$ cat src/rtl/mcc_pkg.sv
// Package: state encodings shared by the memory copy controller engines.
// Assumes: both engines use a two-bit state register.
package mcc_pkg;

    // Fetch (read side) engine states
    typedef enum logic [1:0] {
        RD_PARK      = 2'd0,
        RD_WAIT_RDY  = 2'd1,
        RD_ISSUE     = 2'd2,
        RD_COLLECT   = 2'd3
    } rd_state_e;

    // Store (write side) engine states
    typedef enum logic [1:0] {
        WR_PARK      = 2'd0,
        WR_WAIT_RDY  = 2'd1,
        WR_STREAM    = 2'd2,
        WR_HOLD      = 2'd3
    } wr_state_e;

endpackage

$ cat src/rtl/mcc_rise_detect.sv
// Module: mcc_rise_detect
// Turns a level start input into a one-cycle pulse on its rising edge.
// Assumes: level is synchronous to clk; the previous level resets to 0.
module mcc_rise_detect (
    input  logic clk,
    input  logic rst_n,
    input  logic level,
    output logic pulse
);

    logic level_q;

    // Remember last cycle's level
    always_ff @(posedge clk) begin
        if (!rst_n) level_q <= 1'b0;
        else        level_q <= level;
    end

    assign pulse = level & ~level_q;

    // a held level never yields two pulses in a row
    a_r1_single_pulse: assert property (@(posedge clk) disable iff (!rst_n)
        pulse |=> !pulse);

endmodule

$ cat src/rtl/mcc_copy_buf.sv
// Module: mcc_copy_buf
// Simple dual-port buffer: one synchronous write port, one read port
// with a registered output (one-cycle read latency).
// Assumes: both addresses stay below DEPTH; contents are not reset.
module mcc_copy_buf #(
    parameter int unsigned DW    = 32,
    parameter int unsigned DEPTH = 16,
    parameter int unsigned IW    = 4
) (
    input  logic          clk,
    input  logic          rst_n,
    input  logic          we,
    input  logic [IW-1:0] waddr,
    input  logic [DW-1:0] wdata,
    input  logic [IW-1:0] raddr,
    output logic [DW-1:0] rdata
);

    localparam logic [IW:0] DEPTH_W = (IW+1)'(DEPTH);

    logic [DW-1:0] mem [DEPTH];

    // Write port
    always_ff @(posedge clk) begin
        if (we) mem[waddr] <= wdata;
    end

    // Registered read port
    always_ff @(posedge clk) begin
        if (!rst_n) rdata <= '0;
        else        rdata <= mem[raddr];
    end

    // fill index stays inside the buffer
    a_r4_waddr_in_range: assert property (@(posedge clk) disable iff (!rst_n)
        we |-> ({1'b0, waddr} < DEPTH_W));

    // drain index stays inside the buffer
    a_r6_raddr_in_range: assert property (@(posedge clk) disable iff (!rst_n)
        {1'b0, raddr} < DEPTH_W);

endmodule

$ cat src/rtl/mcc_rd_ctrl.sv
// Module: mcc_rd_ctrl
// Fetch engine: on a start pulse it waits for request-ready, issues one
// burst read request, and stores LEN returned words into the buffer at
// indices 0..LEN-1.
// Assumes: the responder returns exactly LEN words after the request.
module mcc_rd_ctrl
    import mcc_pkg::*;
#(
    parameter int unsigned AW  = 32,
    parameter int unsigned DW  = 32,
    parameter int unsigned LEN = 16,
    parameter int unsigned IW  = 4,
    parameter int unsigned LW  = 5,
    parameter logic [AW-1:0] SRC_BASE = '0
) (
    input  logic          clk,
    input  logic          rst_n,
    input  logic          go_pulse,
    input  logic          req_ready,
    input  logic [DW-1:0] rsp_data,
    input  logic          rsp_valid,
    output logic [AW-1:0] req_addr,
    output logic [LW-1:0] req_len,
    output logic          req_valid,
    output logic          buf_we,
    output logic [IW-1:0] buf_waddr,
    output logic [DW-1:0] buf_wdata
);

    localparam logic [IW-1:0] LAST   = IW'(LEN - 1);
    localparam logic [LW-1:0] LEN_LW = LW'(LEN);

    rd_state_e     state;
    logic [IW-1:0] cnt;

    // State sequencing and fill-index counting
    always_ff @(posedge clk) begin
        if (!rst_n) begin
            state <= RD_PARK;
            cnt   <= '0;
        end else begin
            unique case (state)
                RD_PARK: begin
                    cnt <= '0;
                    if (go_pulse) state <= RD_WAIT_RDY;
                end
                RD_WAIT_RDY: begin
                    if (req_ready) state <= RD_ISSUE;
                end
                RD_ISSUE: begin
                    cnt   <= '0;
                    state <= RD_COLLECT;
                end
                RD_COLLECT: begin
                    if (rsp_valid) begin
                        if (cnt == LAST) begin
                            cnt   <= '0;
                            state <= RD_PARK;
                        end else begin
                            cnt <= cnt + IW'(1);
                        end
                    end
                end
                default: state <= RD_PARK;
            endcase
        end
    end

    // Request fields are driven only while the request is valid
    always_comb begin
        req_valid = (state == RD_ISSUE);
        req_addr  = req_valid ? SRC_BASE : '0;
        req_len   = req_valid ? LEN_LW   : '0;
    end

    // Buffer write side is quiet outside the collect state
    always_comb begin
        buf_we    = (state == RD_COLLECT) && rsp_valid;
        buf_waddr = buf_we ? cnt      : '0;
        buf_wdata = buf_we ? rsp_data : '0;
    end

    // request strobe lasts a single cycle
    a_r3_req_single: assert property (@(posedge clk) disable iff (!rst_n)
        req_valid |=> !req_valid);

    // request only follows a sampled ready
    a_r2_req_after_ready: assert property (@(posedge clk) disable iff (!rst_n)
        $rose(req_valid) |-> $past(req_ready));

    // fill index never passes the last slot
    a_r4_cnt_bound: assert property (@(posedge clk) disable iff (!rst_n)
        cnt <= LAST);

    // a start pulse during collection does not disturb it
    a_r8_rd_busy_ignores_go: assert property (@(posedge clk) disable iff (!rst_n)
        (state == RD_COLLECT && go_pulse && !rsp_valid) |=> (state == RD_COLLECT));

endmodule

$ cat src/rtl/mcc_wr_ctrl.sv
// Module: mcc_wr_ctrl
// Store engine: on a start pulse it waits for write-ready, then streams
// buffer words 0..LEN-1, one per accepted cycle, pausing in a hold state
// whenever ready drops.
// Assumes: the buffer read port has one cycle of latency; the engine
// prefetches the next index so that a beat is available every cycle.
module mcc_wr_ctrl
    import mcc_pkg::*;
#(
    parameter int unsigned AW  = 32,
    parameter int unsigned DW  = 32,
    parameter int unsigned LEN = 16,
    parameter int unsigned IW  = 4,
    parameter int unsigned LW  = 5,
    parameter logic [AW-1:0] DST_BASE = '0
) (
    input  logic          clk,
    input  logic          rst_n,
    input  logic          go_pulse,
    input  logic          wr_ready,
    input  logic [DW-1:0] buf_rdata,
    output logic [IW-1:0] buf_raddr,
    output logic          wr_valid,
    output logic [AW-1:0] wr_addr,
    output logic [LW-1:0] wr_len,
    output logic [DW-1:0] wr_data
);

    localparam logic [IW-1:0] LAST   = IW'(LEN - 1);
    localparam logic [LW-1:0] LEN_LW = LW'(LEN);

    wr_state_e     state;
    logic [IW-1:0] cnt;
    logic          take;

    assign take = (state == WR_STREAM) && wr_ready;

    // State sequencing and beat counting
    always_ff @(posedge clk) begin
        if (!rst_n) begin
            state <= WR_PARK;
            cnt   <= '0;
        end else begin
            unique case (state)
                WR_PARK: begin
                    cnt <= '0;
                    if (go_pulse) state <= WR_WAIT_RDY;
                end
                WR_WAIT_RDY: begin
                    if (wr_ready) state <= WR_STREAM;
                end
                WR_STREAM: begin
                    if (wr_ready) begin
                        if (cnt == LAST) begin
                            cnt   <= '0;
                            state <= WR_PARK;
                        end else begin
                            cnt <= cnt + IW'(1);
                        end
                    end else begin
                        state <= WR_HOLD;
                    end
                end
                WR_HOLD: begin
                    if (wr_ready) state <= WR_STREAM;
                end
                default: state <= WR_PARK;
            endcase
        end
    end

    // Prefetch address: step ahead on an accepted beat, clamp at the end
    always_comb begin
        if (take && (cnt != LAST)) buf_raddr = cnt + IW'(1);
        else                       buf_raddr = cnt;
    end

    // Beat outputs are zero whenever no beat is offered
    always_comb begin
        wr_valid = (state == WR_STREAM);
        wr_data  = wr_valid ? buf_rdata : '0;
        wr_addr  = wr_valid ? DST_BASE  : '0;
        wr_len   = wr_valid ? LEN_LW    : '0;
    end

    // an unaccepted beat is withdrawn in the next cycle
    a_r7_stop_after_drop: assert property (@(posedge clk) disable iff (!rst_n)
        (wr_valid && !wr_ready) |=> !wr_valid);

    // streaming only starts or resumes after ready was sampled
    a_r5_stream_after_ready: assert property (@(posedge clk) disable iff (!rst_n)
        $rose(wr_valid) |-> $past(wr_ready));

    // beat index never passes the last slot
    a_r6_cnt_bound: assert property (@(posedge clk) disable iff (!rst_n)
        cnt <= LAST);

    // a start pulse during hold does not disturb the transaction
    a_r8_wr_busy_ignores_go: assert property (@(posedge clk) disable iff (!rst_n)
        (state == WR_HOLD && go_pulse && !wr_ready) |=> (state == WR_HOLD));

endmodule

$ cat src/rtl/mem_copy_ctrl.sv
// Module: mem_copy_ctrl (top)
// Copies LEN words from SRC_BASE to DST_BASE: the fetch engine fills a
// dual-port buffer from the read port, and the store engine drains it to
// the write port. Each engine is started by the rising edge of its go input.
// Assumes: store_go rises only after the fetch engine has filled the buffer;
// LEN >= 2 and SRC_BASE differs from DST_BASE.
module mem_copy_ctrl #(
    parameter int unsigned AW  = 32,
    parameter int unsigned DW  = 32,
    parameter int unsigned LEN = 16,
    parameter logic [AW-1:0] SRC_BASE = 32'h0000_1000,
    parameter logic [AW-1:0] DST_BASE = 32'h0004_0000,
    localparam int unsigned IW = (LEN > 1) ? $clog2(LEN) : 1,
    localparam int unsigned LW = $clog2(LEN + 1)
) (
    input  logic          clk,
    input  logic          rst_n,
    input  logic          fetch_go,
    input  logic          store_go,
    output logic [AW-1:0] fetch_req_addr,
    output logic [LW-1:0] fetch_req_len,
    output logic          fetch_req_valid,
    input  logic          fetch_req_ready,
    input  logic [DW-1:0] fetch_rsp_data,
    input  logic          fetch_rsp_valid,
    output logic [AW-1:0] store_addr,
    output logic [LW-1:0] store_len,
    output logic          store_valid,
    output logic [DW-1:0] store_data,
    input  logic          store_ready
);

    logic          fetch_pulse;
    logic          store_pulse;
    logic          buf_we;
    logic [IW-1:0] buf_waddr;
    logic [DW-1:0] buf_wdata;
    logic [IW-1:0] buf_raddr;
    logic [DW-1:0] buf_rdata;

    // Start edge detection, one per engine
    mcc_rise_detect u_fetch_edge (
        .clk   (clk),
        .rst_n (rst_n),
        .level (fetch_go),
        .pulse (fetch_pulse)
    );

    mcc_rise_detect u_store_edge (
        .clk   (clk),
        .rst_n (rst_n),
        .level (store_go),
        .pulse (store_pulse)
    );

    // Fetch engine
    mcc_rd_ctrl #(
        .AW(AW), .DW(DW), .LEN(LEN), .IW(IW), .LW(LW), .SRC_BASE(SRC_BASE)
    ) u_rd (
        .clk       (clk),
        .rst_n     (rst_n),
        .go_pulse  (fetch_pulse),
        .req_ready (fetch_req_ready),
        .rsp_data  (fetch_rsp_data),
        .rsp_valid (fetch_rsp_valid),
        .req_addr  (fetch_req_addr),
        .req_len   (fetch_req_len),
        .req_valid (fetch_req_valid),
        .buf_we    (buf_we),
        .buf_waddr (buf_waddr),
        .buf_wdata (buf_wdata)
    );

    // Shared word buffer
    mcc_copy_buf #(
        .DW(DW), .DEPTH(LEN), .IW(IW)
    ) u_buf (
        .clk   (clk),
        .rst_n (rst_n),
        .we    (buf_we),
        .waddr (buf_waddr),
        .wdata (buf_wdata),
        .raddr (buf_raddr),
        .rdata (buf_rdata)
    );

    // Store engine
    mcc_wr_ctrl #(
        .AW(AW), .DW(DW), .LEN(LEN), .IW(IW), .LW(LW), .DST_BASE(DST_BASE)
    ) u_wr (
        .clk       (clk),
        .rst_n     (rst_n),
        .go_pulse  (store_pulse),
        .wr_ready  (store_ready),
        .buf_rdata (buf_rdata),
        .buf_raddr (buf_raddr),
        .wr_valid  (store_valid),
        .wr_addr   (store_addr),
        .wr_len    (store_len),
        .wr_data   (store_data)
    );

endmodule

$ cat config.mk
export PLATFORM = sky130hd
export DESIGN_NAME = mem_copy_ctrl
export DESIGN_NICKNAME = d
export VERILOG_FILES = /design/src/rtl/mcc_pkg.sv /design/src/rtl/mcc_rise_detect.sv /design/src/rtl/mcc_copy_buf.sv /design/src/rtl/mcc_rd_ctrl.sv /design/src/rtl/mcc_wr_ctrl.sv /design/src/rtl/mem_copy_ctrl.sv
export SDC_FILE = /design/constraint.sdc
export NUM_CORES = 1
export LEC_CHECK = 0
export ABC_CLOCK_PERIOD_IN_PS = 5900
export BUFFER_PORTS_ARGS = -buffer_cell sky130_fd_sc_hd__buf_4
export CAP_MARGIN = 20
export CELL_PAD_IN_SITES_DETAIL_PLACEMENT = 1
export CELL_PAD_IN_SITES_GLOBAL_PLACEMENT = 2
export CORE_ASPECT_RATIO = 0.7
export CORE_MARGIN = 2
export CORE_UTILIZATION = 45
export DETAILED_ROUTE_END_ITERATION = 10
export PLACE_DENSITY_LB_ADDON = 0.08
export SYNTH_ARGS = -nofsm -noshare
export SYNTH_HDL_FRONTEND = slang
export SYNTH_HIERARCHICAL = 1
export SYNTH_SLANG_ARGS = --single-unit
$ cat constraint.sdc
create_clock -name clk -period 5.9 [get_ports clk]
set_clock_uncertainty 0.05 [all_clocks]
set_input_delay 0.59 -clock clk [delete_from_list [all_inputs] [get_ports clk]]
set_output_delay 0.59 -clock clk [all_outputs]
set_load 0.1 [all_outputs]
# Yosys cells after proc, flatten, opt, wreduce, memory -nomap -nowiden
# Memory sizes are Yosys's and may differ from the RTL's. A register that Yosys moved wholly into a read port is not among the register bits.
# Index checks and enable logic that the tools add are counted.
# op_classes
n_bitwise	4
addsub	2
n_eq_ne	17
mux	26
reduce_logical	14
# op_table
operator	n
32-bit two-way mux	2
4-bit two-way mux	6
19-bit two-way mux	1
2-bit two-way mux	8
4-bit one-hot mux with 2 select lines	2
13-bit two-way mux	1
5-bit two-way mux	2
4-bit by 1-bit adder with 4-bit output (second input constant)	2
2-bit equality test (second input constant)	4
4-bit equality test (second input constant)	2
2-bit inequality test (second input constant)	4
2-bit one-hot mux with 4 select lines	1
2-bit by 1-bit inequality test with 1-bit output (second input constant)	3
2-bit one-hot mux with 3 select lines	1
2-bit by 1-bit equality test with 1-bit output (second input constant)	2
2-bit zero test	2
4-bit inequality test (second input constant)	1
2-bit AND reduction	2
4-bit AND reduction	1
2-bit nonzero test	2
2-bit OR reduction	2
1-bit logical AND	3
3-bit by 2-bit inequality test with 1-bit output (second input constant)	1
3-bit AND reduction	1
other kinds (4)	7
# totals
elab_cells	70
mem_count	1
inputBits	39
mem_bits_rw	512
reg_bits	14
out_inout_bits	108
# mem_list
name	words	width	read_ports	rd_ports_with_merged_regs	write_ports	line	text
u_buf.mem	16	32	1	1	1	mcc_copy_buf.sv:21	logic [DW-1:0] mem [DEPTH];

# Longest topological paths before layout
# depth
depth_word	4
ltp_mapped	11
ltp_nobuf	8

# Cells and area by module
# The synthesis kept the hierarchy.
# modules_own_cells
module	area_per_inst_um2	seq_area_each_um2	cells_per_inst	instances
mcc_copy_buf	20563.5	16015.4	1095	1
mcc_rd_ctrl	943.4	120.1	127	1
mcc_wr_ctrl	882.1	120.1	116	1
mcc_rise_detect	40.0	20.0	3	2

# Worst setup path after synthesis
# Ideal clock, no wire load.
# synth_path
kind	input port to flip-flop
startpoint	in fetch_rsp_valid
endpoint	mem u_buf.mem[0][0] (enable)
path_buffers	2
arrival_time_ns	3.903
setup_slack_ns	1.486
stages	5
required_time_ns	5.389
setup_time_ns	0.461
cell_sequence	clkbuf_1 clkbuf_1 and2_1 or3b_2 nor3_1
# synth_between
elab_chain_len	3
elab_cells_between_ends	4
classes_between	mux (3); reduce/logical (1)
# synth_lines
element	line	text
from (decl)	mem_copy_ctrl.sv:25	input logic fetch_rsp_valid,
1-bit logical AND *	mcc_rd_ctrl.sv:78	buf_we = (state == RD_COLLECT) && rsp_valid;
named net buf_we	mem_copy_ctrl.sv:35	logic buf_we;
1-bit two-way mux	mcc_copy_buf.sv:25	if (we) mem[waddr] <= wdata;
1-bit two-way mux (implied by the code)	mcc_copy_buf.sv:25	
to (decl)	mcc_copy_buf.sv:21	
# Mark *: on every way through the listed nets, which the timed path passes. The rest lies on a longest branch.

# Worst setup path after layout
# layout_path
startpoint	reg u_wr.state[1]
endpoint	reg u_buf.rdata[13] (read register of u_buf.mem)
# layout_between
elab_chain_len	4
# layout_lines
element	line	text
from (decl)	mcc_wr_ctrl.sv:32	wr_state_e state;
from (signal assigned)	mcc_wr_ctrl.sv:41	state <= WR_PARK;
from (signal assigned)	mcc_wr_ctrl.sv:47	if (go_pulse) state <= WR_WAIT_RDY;
from (signal assigned)	mcc_wr_ctrl.sv:50	if (wr_ready) state <= WR_STREAM;
2-bit equality test	mcc_wr_ctrl.sv:36	assign take = (state == WR_STREAM) && wr_ready;
1-bit logical AND	mcc_wr_ctrl.sv:36	
1-bit logical AND	mcc_wr_ctrl.sv:74	if (take && (cnt != LAST)) buf_raddr = cnt + IW'(1);
4-bit two-way mux	mcc_wr_ctrl.sv:74	
named net buf_raddr[2]	mem_copy_ctrl.sv:38	logic [IW-1:0] buf_raddr;
to (decl)	mcc_copy_buf.sv:16	output logic [DW-1:0] rdata
# The timed path passes the listed nets, and every way through them passes these cells.
# A chain may end at the register's enable or synchronous reset.

==> results.sh <==
export IMPL_post_synth_cell_area_avg_sq_um=16.7
export IMPL_synthCells=1344
export IMPL_path_max_fanout=44
export IMPL_end_kind="flip-flop"
export IMPL_fp_dieH_um=191
export IMPL_wl_met2_um=24300
export IMPL_globalplace_congestion=0.716
export IMPL_drt_initial_drc_count=976
export IMPL_status="complete, no violations"
export IMPL_crit_start="u_wr/state[1]"
export IMPL_slowest_delay_ns=0.73
export IMPL_fin_crit_sh=0.596
export IMPL_path_class="flip-flop to flip-flop"
export IMPL_clk_path_buf_depth=3
export IMPL_crit_family="buffers and inverters"
export IMPL_cts_setup_buffers=0
export IMPL_cts_buffers=55
export IMPL_wl_per_cell_um=26.0
export IMPL_die_area_sq_um=51800
export IMPL_clk_latency_ns=0.60
export IMPL_synth_common_cells="edfxtp_1 (512), mux2i_1 (228), a22oi_1 (100)"
export IMPL_drc=0
export IMPL_start_util=0.456
export IMPL_grt_pass1_wl_um=81200
export IMPL_drv_cap=0
export IMPL_vias=11747
export IMPL_ctsHoldBuffers=0
export IMPL_worst_path_buf_inv=3
export IMPL_synth_edf_count=512
export IMPL_fmaxAchievable_mhz=284
export IMPL_grt_pass1_vias=11920
export IMPL_cts_sink_count=558
export IMPL_core_sq_um=49300
export IMPL_r2r_start="u_wr/state[1]"
export IMPL_yosysTopAreaCellShare=0.684
export IMPL_yosys_top_cells_area="edfxtp_1 (68%), mux2i_1 (10%), dfxtp_1 (4.1%), a22oi_1 (3.3%), buf_4 (2.9%)"
export IMPL_cp_cell_sequence="nor2b_4, buf_4, a31oi_1, a41oi_2, buf_4, nor2b_4, buf_12, a22oi_1, nand3_1, o21ai_0"
export IMPL_met3_length_um=3110
export IMPL_fin_tns_setup_ns=0
export IMPL_synth_most_common_cell="edfxtp_1"
export IMPL_cp_slowest_cell="nor2b_4"
export IMPL_drv_slew=0
export IMPL_setup_viol=0
export IMPL_yosys_area_top_type="edfxtp_1"
export IMPL_cts_tree="done"
export IMPL_p_per_area_nw_per_um2=332
export IMPL_clk_pin_slew_ns=0.06
export IMPL_antenna_found_initial=2
export IMPL_r2r_cells=10
export IMPL_cp_start_kind="flip-flop"
export IMPL_fin_cells=2139
export IMPL_ys_flop_type="edfxtp_1"
export IMPL_grt_total_usage=0.215
export IMPL_io_pins=147
export IMPL_synth_warning_count=6
export IMPL_top_layer_used="met4"
export IMPL_area_delta_synth_final_pct=12.3
export IMPL_port_buffers=76
export IMPL_grt_max_degree=86
export IMPL_cts_htree_levels=2
export IMPL_yosys_register_bits=558
export IMPL_leakage_nw=9.04
export IMPL_grt_overflow_total=0
export IMPL_rsz0062_at_grt="no"
export IMPL_wirelength_um=55500
export IMPL_post_cts_resized=0
export IMPL_drive_above_1_share=0.158
export IMPL_ant_nets=0
export IMPL_reg2reg_slack_ns=2.38
export IMPL_vias_per_cell=5.49
export IMPL_syn_area_sq_um=22500
export IMPL_cp_endpoint="u_buf/rdata[13]"
export IMPL_slew_headroom=0.349
export IMPL_fin_crit_ns=3.52
export IMPL_root_buffer="clkbuf_16"
export IMPL_dp_cells=2036
export IMPL_nets=1475
export IMPL_worstMarginPinSlew_ns=0.975
export IMPL_synthDistinctLibCells=55
export IMPL_postSynth_asyncResetShare=0
export IMPL_dr_pass1_iters=4
export IMPL_r2r_end="u_buf/rdata[13]"
export IMPL_cp_depth=10
export IMPL_ys_seq_area_frac=0.725
export IMPL_wl_met1_um=27100
export IMPL_cp_required_ns=6.29
export IMPL_hp_class="input port to flip-flop"
export IMPL_dp_hpwl_um=29300
export IMPL_num_rows=68
export IMPL_hold_viol_final=0
export IMPL_die_width_um=271
export IMPL_ir_worst_vdd_uv=211
export IMPL_arrival_ns=3.90
[per-stage QoR]
step	hold WS, ns	util	power (mW)	instance area [sq um]	worst slack, ns
global placement	0.466	0.477	5.06	23500	2.45
finish	0.179	0.512	8.37	25200	2.38
floorplan	0.417	-	4.99	22700	1.49
CTS	0.151	0.512	8.44	25200	2.33
global route	0.159	0.512	8.63	25200	2.19
detailed placement	0.467	0.477	5.07	23500	2.37
[worst min path at each step]
stage	startpoint	end	slack, ns	depth (start not counted)
after floorplan	u_rd/cnt[1]	u_rd/cnt[1]	0.42	2
after global placement	u_rd/cnt[3]	u_rd/cnt[3]	0.47	2
after detailed placement	u_wr/cnt[1]	u_wr/cnt[1]	0.47	2
after CTS	store_go	u_store_edge/level_q	0.15	2
after global routing	fetch_go	u_fetch_edge/level_q	0.16	2
final	fetch_go	u_fetch_edge/level_q	0.18	2
[cells in the final DEF, fill, tap and decap left out, types with 16 or more instances in the layout]
cell type	n
a22oi_1	100
clkbuf_1	16
mux2i_1	228
nand2_1	58
clkbuf_16	56
o21ai_1	17
and3_1	38
and2_1	35
edfxtp_1	512
conb_1	70
dfxtp_1	46
o21ai_0	23
buf_4	102
nand3_1	32
[final cells by class]
type / instances / area, sq um
timing repair buffer: 106 / 846
fill: 4593 / 24000
tap: 665 / 832
inverter: 4 / 15.0
clock inverter: 26 / 213
multi-input combinational: 703 / 5500
clock buffer: 76 / 1520
antenna: 1 / 2.50
sequential: 558 / 16300
[per-layer routing]
layer | track usage | up-vias
li1 | - | 5263
met1 | 0.331 | 6105
met2 | 0.323 | 310
met3 | 0.0327 | 69
met4 | 0.0487 | 0
met5 | 0 | -
[sequential cells by signal (all words and copies together), names as in the netlist]
register / count
u_wr/state: 2
u_buf/mem: 512
u_fetch_edge/level_q: 1
u_rd/state: 2
u_store_edge/level_q: 1
u_rd/cnt: 4
u_buf/rdata: 32
u_wr/cnt: 4
[report_power, final]
group / internal (mW) / switching, mW
combinational: 0.140 / 0.497
sequential: 4.32 / 0.0182
clock: 1.92 / 1.47
[cell families (layout without fill, tap and decap cells)]
family | Yosys count | in the layout | synth area share
DFF | 558 | 558 | 0.725
muxes | 242 | 242 | 0.116
and+or+nand+nor | 210 | 210 | 0.0507
AOI/OAI and AO/OA | 171 | 171 | 0.0542
buffers and inverters | 151 | 212 | 0.0485
adders and majority gates | 8 | 8 | 0.00446
other | 2 | 71 | 0.000334
xor gates and xnor gates | 2 | 2 | 0.000780
Power figures use the tool's default switching activity.
